--- src/rtl/sewarn_pkg.sv ---
package sewarn_pkg;
  typedef enum logic [1:0] {
    LVL_HOLD = 2'd0,
    LVL_INC  = 2'd1,
    LVL_DEC  = 2'd2
  } lvl_op_e;
endpackage

--- src/rtl/sewarn_leak_timer.sv ---
module sewarn_leak_timer #(
  parameter int PER_W = 8
) (
  input  logic             clk,
  input  logic             rst,
  input  logic [PER_W-1:0] period_i,
  output logic             tick_o
);
  logic [PER_W-1:0] cnt_q;
  logic             active;
  logic             at_end;

  assign active = (period_i != '0);
  assign at_end = active && (cnt_q >= period_i - PER_W'(1));
  assign tick_o = at_end;

  always_ff @(posedge clk) begin
    if (rst || !active || at_end) cnt_q <= '0;
    else                          cnt_q <= cnt_q + PER_W'(1);
  end
endmodule

--- src/rtl/sewarn_accum.sv ---
module sewarn_accum
  import sewarn_pkg::*;
#(
  parameter int ACC_W    = 8,
  parameter int ERR_STEP = 16
) (
  input  logic             clk,
  input  logic             rst,
  input  lvl_op_e          op_i,
  output logic [ACC_W-1:0] lvl_o,
  output logic [ACC_W-1:0] lvl_next_o
);
  localparam logic [ACC_W:0] STEP_EXT = (ACC_W+1)'(ERR_STEP);

  logic [ACC_W-1:0] lvl_q;
  logic [ACC_W:0]   sum;

  assign sum = {1'b0, lvl_q} + STEP_EXT;

  always_comb begin
    lvl_next_o = lvl_q;
    unique case (op_i)
      LVL_INC: lvl_next_o = sum[ACC_W] ? '1 : sum[ACC_W-1:0];
      LVL_DEC: lvl_next_o = (lvl_q == '0) ? '0 : lvl_q - ACC_W'(1);
      default: lvl_next_o = lvl_q;
    endcase
  end

  always_ff @(posedge clk) begin
    if (rst) lvl_q <= '0;
    else     lvl_q <= lvl_next_o;
  end

  assign lvl_o = lvl_q;
endmodule

--- src/rtl/sewarn_hyst.sv ---
module sewarn_hyst #(
  parameter int ACC_W = 8
) (
  input  logic             clk,
  input  logic             rst,
  input  logic [ACC_W-1:0] lvl_i,
  input  logic [ACC_W-1:0] hi_i,
  input  logic [ACC_W-1:0] lo_i,
  output logic             flag_o
);
  logic flag_q;

  always_ff @(posedge clk) begin
    if (rst) flag_q <= 1'b0;
    else     flag_q <= (lvl_i >= hi_i) || (flag_q && (lvl_i > lo_i));
  end

  assign flag_o = flag_q;
endmodule

--- src/rtl/sync_err_rate_warn.sv ---
module sync_err_rate_warn
  import sewarn_pkg::*;
#(
  parameter int ACC_W    = 8,
  parameter int ERR_STEP = 16,
  parameter int PER_W    = 8
) (
  input  logic             clk,
  input  logic             rst,
  input  logic             sync_err_i,
  input  logic             sync_ok_i,
  input  logic [PER_W-1:0] leak_period_i,
  input  logic [ACC_W-1:0] warn_hi_i,
  input  logic [ACC_W-1:0] warn_lo_i,
  output logic             warn_o
);
  logic             leak_tick;
  lvl_op_e          op;
  logic [ACC_W-1:0] acc_q;
  logic [ACC_W-1:0] acc_next;

  sewarn_leak_timer #(.PER_W(PER_W)) u_timer (
    .clk(clk), .rst(rst), .period_i(leak_period_i), .tick_o(leak_tick)
  );

  always_comb begin
    if (sync_err_i)                  op = LVL_INC;
    else if (leak_tick || sync_ok_i) op = LVL_DEC;
    else                             op = LVL_HOLD;
  end

  sewarn_accum #(.ACC_W(ACC_W), .ERR_STEP(ERR_STEP)) u_accum (
    .clk(clk), .rst(rst), .op_i(op), .lvl_o(acc_q), .lvl_next_o(acc_next)
  );

  sewarn_hyst #(.ACC_W(ACC_W)) u_hyst (
    .clk(clk), .rst(rst), .lvl_i(acc_next), .hi_i(warn_hi_i),
    .lo_i(warn_lo_i), .flag_o(warn_o)
  );
endmodule

--- config.mk ---
export PLATFORM = sky130hd
export DESIGN_NAME = sync_err_rate_warn
export DESIGN_NICKNAME = d
export VERILOG_FILES = /design/src/rtl/sewarn_pkg.sv /design/src/rtl/sewarn_leak_timer.sv /design/src/rtl/sewarn_accum.sv /design/src/rtl/sewarn_hyst.sv /design/src/rtl/sync_err_rate_warn.sv
export SDC_FILE = /design/constraint.sdc
export NUM_CORES = 1
export LEC_CHECK = 0
export ABC_AREA = 1
export BUFFER_PORTS_ARGS = -buffer_cell sky130_fd_sc_hd__buf_2
export CAP_MARGIN = 30
export CORE_MARGIN = 2
export CORE_UTILIZATION = 45
export CTS_BUF_LIST = sky130_fd_sc_hd__clkbuf_4
export CTS_CLUSTER_SIZE = 12
export DETAILED_ROUTE_END_ITERATION = 10
export HOLD_SLACK_MARGIN = 0.12
export PLACE_DENSITY = 0.68
export SLEW_MARGIN = 30
export SYNTH_ARGS = -nofsm -noshare
export SYNTH_HDL_FRONTEND = slang
export SYNTH_HIERARCHICAL = 1
export SYNTH_SLANG_ARGS = --single-unit
--- constraint.sdc ---
create_clock -name clk -period 4.18 [get_ports clk]
set_clock_uncertainty 0.1 [all_clocks]
set_input_delay 0.836 -clock clk [delete_from_list [all_inputs] [get_ports clk]]
set_output_delay 0.836 -clock clk [all_outputs]
set_load 0.02 [all_outputs]
Word level (Yosys, flattened, before mapping)
Cells that the tools add are included.
Widths: inputs -> output; s select.
- bits in registers: 17
- input bits: 28
- output and inout bits: 1
- logic and storage cells: 26
- add/sub/neg operators: 4
- magnitude comparators: 3
- equal/unequal tests: 2
- mux-type cells: 5
- reductions and logical operators: 9
- operators with widths (operator ; count):
    $ge 8x8->1 ; 2
    $mux 8 ; 2
    $pmux 8 s2 ; 1
    $sub 8x1->8 const B ; 2
    $add 8x5->9 const B ; 1
    $add 8x1->8 const B ; 1
    $gt 8x8->1 ; 1
    $logic_not 8->1 ; 1
    $reduce_bool 8->1 ; 1
    $logic_or 1x1->1 ; 4
    $mux 2 ; 2
    $eq 2x1->1 const B ; 1
    $eq 2x2->1 const B ; 1
    $logic_and 1x1->1 ; 2
    $logic_not 1->1 ; 1

Depth between registers and ports, before layout
- word-level depth: 11
- mapped depth: 31
- mapped depth without buffers: 31

By module
The synthesis kept the hierarchy.
- modules (own cells, without submodules) (module ; instances ; cells each ; area an instance (sq um)):
    sewarn_accum ; 1 ; 127 ; 753.2
    sewarn_leak_timer ; 1 ; 97 ; 691.9
    sewarn_hyst ; 1 ; 76 ; 483.0
    sync_err_rate_warn ; 1 ; 2 ; 7.5

Worst setup path after synthesis
No wires, ideal clock.
- kind: input -> register
- start: in leak_period_i[0]
- end: reg u_hyst.flag_q, in the netlist u_hyst/flag_o
- setup time: 0.115 ns
- arrival: 3.762 ns
- required time: 3.965 ns
- slack: 0.203 ns
- stages on the path: 26
- cells stage by stage: inv_1 -> ha_1 -> nand3_1 -> xnor2_1 -> inv_1 -> ha_1 -> nand2_1 -> nor2_1 -> nand2_1 -> a21oi_1 -> nor2_1 -> nor2_1 -> ha_1 -> clkbuf_1 -> clkbuf_4 -> nor2_1 -> nand2_1 -> nand2_1 -> inv_1 -> ha_1 -> a21oi_1 -> nor2_1 -> nor2_1 -> nand2_1 -> nor2_2 -> a21oi_2
- longest elaborated chain between the ends: 11
- ends and longest elaborated chain (item ; RTL line ; source):
    from (decl) ; sync_err_rate_warn.sv:12 ; input logic [PER_W-1:0] leak_period_i,
    $sub 8x1->8 ; sewarn_leak_timer.sv:14 ; assign at_end = active && (cnt_q >= period_i - PER_W'(1));
    $ge 8x8->1 ; sewarn_leak_timer.sv:14 ;
    $logic_and 1x1->1 (*) ; sewarn_leak_timer.sv:14 ;
    net leak_tick ; sync_err_rate_warn.sv:17 ; logic leak_tick;
    $logic_or 1x1->1 (*) ; sync_err_rate_warn.sv:28 ; else if (leak_tick || sync_ok_i) op = LVL_DEC;
    $mux 2 (*) ; sync_err_rate_warn.sv:28 ;
    $mux 2 (*) ; sync_err_rate_warn.sv:27 ; if (sync_err_i) op = LVL_INC;
    net op[1] ; sync_err_rate_warn.sv:18 ; lvl_op_e op;
    $eq 2x2->1 or $eq 2x1->1 (tied branches) ; sewarn_accum.sv:22 ; unique case (op_i)
    $pmux 8 s2 (*) ; sewarn_accum.sv:22 ;
    net acc_next[5] ; sync_err_rate_warn.sv:20 ; logic [ACC_W-1:0] acc_next;
    $gt 8x8->1 ; sewarn_hyst.sv:15 ; else flag_q <= (lvl_i >= hi_i) || (flag_q && (lvl_i > lo_i));
    $logic_and 1x1->1 ; sewarn_hyst.sv:15 ;
    $logic_or 1x1->1 (*) ; sewarn_hyst.sv:15 ;
    to (signal assigned) ; sewarn_hyst.sv:15 ;
    to (decl) ; sewarn_hyst.sv:11 ; logic flag_q;
Mark *: on every way through the listed nets, which the timed path passes. The rest lies on a longest branch.
A chain may end at the register's enable or synchronous reset.

Final worst setup path
Same ends and word-level chain as after synthesis.

==> results by group <==
Finish
  • Final Instance Count excl. Fillers: 384
  • Antenna Cells: 0
  • Share of post-route cells with drive strength above 1: 19.8%
  • Final #Nets: 396
  • Layout Area Growth over Synthesis: 12.3%
  • Post-route cell area: 2170 um2

Global route
  • Gr ovfl total: 0
  • Antenna violations before repair: 0
  • GRT Resource Usage Total: 15.9%
  • First-pass GRT wire length: 6400 um
  • Vias in the first global route: 1502
  • Pin count of the biggest net entering global routing: 17

Floorplanning
  • Row cnt: 23
  • Die Span X: 69.6 um
  • Die Y-Extent: 69.6 um
  • Initial core utilization: 47.7%
  • Die ar.: 4840 um2
  • Std-Cell Core Area: 4060 um2
  • Top-level port count: 29

Yosys
  • Post-Syn Nets: 363
  • Synth warn: 6
  • Post-synth EDFFs: 0
  • Top FF cell, synth: dfxtp_1
  • Top-area cell type share of the netlist area: 21.3%
  • Register area share after synthesis: 17.6%
  • Yosys cell types: 28
  • Mapped cell area: 1940 um2
  • #FFs+latches synth: 17
  • Area contributors post-synth: ha_1 21%, dfxtp_1 18%, nand2_1 15%
  • Post-Syn Instances: 302
  • Synth top cells by count: 77 x nand2_1, 57 x inv_1, 38 x nor2_1
  • Most common cell in the netlist: nand2_1
  • Mapped Avg Cell Area: 6.41 um2
  • Fraction of registers with async set/reset: 0%
  • Synth area leader: ha_1

Critical path
  • Worst flop-to-flop path startpoint: u_timer/cnt_q[0]$_SDFF_PP0_
  • FF-to-FF End: u_hyst/flag_o$_SDFF_PP0_
  • Crit-path max cell delay: 390 ps
  • CP top delay family: adder cells
  • Crit-path max FO: 16
  • CP Launch Point: leak_period_i[0]
  • Cells along the critical path: buf_2 > inv_1 > ha_2 > nand3_1 > xnor2_1 > inv_1 > ha_1 > nand2_1 > nor2_1 > nor2_2 > a21oi_1 > nor2_1 > nor2_1 > ha_2 > a21oi_1 > nand2_1 > nand2_1 > inv_1 > ha_1 > a21o_1 > nor2_1 > nand2_1 > nor2_2 > a21oi_2
  • Crit path arrival time: 3950 ps
  • Critical Path Start Type: primary input
  • R2R Setup Slk: 1070 ps
  • Critical Path RT: 4270 ps
  • Worst r2r path cells: 21
  • Critical path endpoint: u_hyst/flag_o$_SDFF_PP0_
  • Critical path endpoint category: register
  • Critical Path Stages: 24
  • Crit path kind: in -> reg
  • Buffers & Inverters on Critical Path: 4
  • Slowest-stage cell, CP: ha_2

Place
  • IO buf count: 28
  • # placed instances: 380
  • Placed cell area: 2140 um2
  • RePlAce Congestion: 0.824
  • Post-DP HPWL: 3040 um

Clocking
  • Post-CTS Hold Buffers: 0
  • Postcts setup bufs: 0
  • Clk_lat worst skew: 300 ps
  • Clock tree buffer depth: 2
  • Total clock sinks: 17
  • Root Buffer: clkbuf_4
  • Clk slew on worst S/H paths: 110 ps
  • H-Tree Depth: 1
  • CTS resizes: 0
  • Num CTS Buffers: 3
  • CTS tree: built

Detailed routing
  • Detail Route Antenna Nets: 0
  • Drt drc: 0
  • Routed wire length: 3560 um
  • Vias per std cell: 4.62
  • Routed vias: 1774
  • Initial DRC count: 147
  • DR WL/cell: 9.26 um
  • DRT Pass-1 Iters: 4

Min path
  • Tightest Hold Check Type: reg -> reg

STA
  • Fin crit share: 92.3%
  • Final setup violation count: 0
  • Setup TNS: 0 ps
  • Rel. slew slack: 81.8%
  • Slew @ Worst Pin: 272 ps
  • Final worst path period need: 3860 ps
  • Max-slew violations: 0
  • Count of final hold-check violations: 0
  • Max Freq: 259 MHz

Pwr
  • Power per cell area: 244 nW/um2
  • Peak supply drop: 0.000139 V
  • Final Power: 0.000530 W
  • Leak: 1.27 nW

Job
  • MaxCap Viol Count: 0

Outcome
  • Status: finished, final reports clean
per-layer routing:
metal	track usage [%]	vias to the layer above	routed length, um
li1	-	984	-
met1	22.9	738	1840
met4	5.23	0	59
met2	23.8	45	1460
met3	2.62	7	197
met5	0	-	0
metrics by stage:
stage / utilization, % / hold slack, ps / worst slack [ps]
after floorplan: - / 340 / 203
after global placement: 52.7 / 359 / -6.04
final: 53.6 / 385 / 322
after detailed placement: 52.7 / 367 / -89.7
after global routing: 53.6 / 404 / -2.84
after CTS: 53.4 / 393 / 240
how the worst min path moves through the flow:
stage / start / to / depth (start not counted)
3_5_place_dp: u_timer/cnt_q[0]$_SDFF_PP0_ / u_timer/cnt_q[0]$_SDFF_PP0_ / 1
3_3_place_gp: u_timer/cnt_q[0]$_SDFF_PP0_ / u_timer/cnt_q[0]$_SDFF_PP0_ / 1
4_1_cts: u_timer/cnt_q[0]$_SDFF_PP0_ / u_timer/cnt_q[0]$_SDFF_PP0_ / 1
5_1_grt: u_timer/cnt_q[0]$_SDFF_PP0_ / u_timer/cnt_q[0]$_SDFF_PP0_ / 1
6_report: u_timer/cnt_q[0]$_SDFF_PP0_ / u_timer/cnt_q[0]$_SDFF_PP0_ / 1
2_1_floorplan: u_timer/cnt_q[0]$_SDFF_PP0_ / u_timer/cnt_q[0]$_SDFF_PP0_ / 1
final cells by class:
type                       instances  area, um2
multi-input combinational        220       1350
sequential                        17        340
inverter                          62        233
tap                               50       62.6
fill                             414       1880
timing repair buffer              31        163
clock buffer                       3       22.5
clock inverter                     1       5.00
cell families after synthesis:
group	synth area share (%)
flip-flops	17.6
AND/OR/NAND/NOR	35.1
adder cells (fa/ha/maj)	21.3
buffers and inverters	13.1
AO/OA/AOI/OAI	6.53
XOR/XNOR	6.33
cells in the final DEF, fill, tap and decap left out, drive strengths merged:
cell | synthesis | layout
a21oi | 15 | 15
a21boi | 1 | 1
xnor2 | 6 | 6
nand2 | 82 | 82
dfxtp | 17 | 17
nand3 | 15 | 15
xor2 | 8 | 8
buf | 0 | 31
or2 | 2 | 2
o21a | 1 | 1
inv | 62 | 62
nor3 | 1 | 1
o21ai | 2 | 2
clkinv | 0 | 1
nand4 | 2 | 2
ha | 33 | 33
clkbuf | 2 | 3
a21o | 3 | 3
nor2 | 49 | 49
registers in the layout (all words and copies together), names as in the netlist:
name,cells
u_accum/lvl_o,8
u_timer/cnt_q,8
u_hyst/flag_o,1
power by group:
| part | switching, W | internal [W] |
|---|---|---|
| Combinational | 0.000147 | 0.000101 |
| Clock | 0.0000555 | 0.0000357 |
| Sequential | 0.0000155 | 0.000175 |
(Power assumes the default switching activity.)
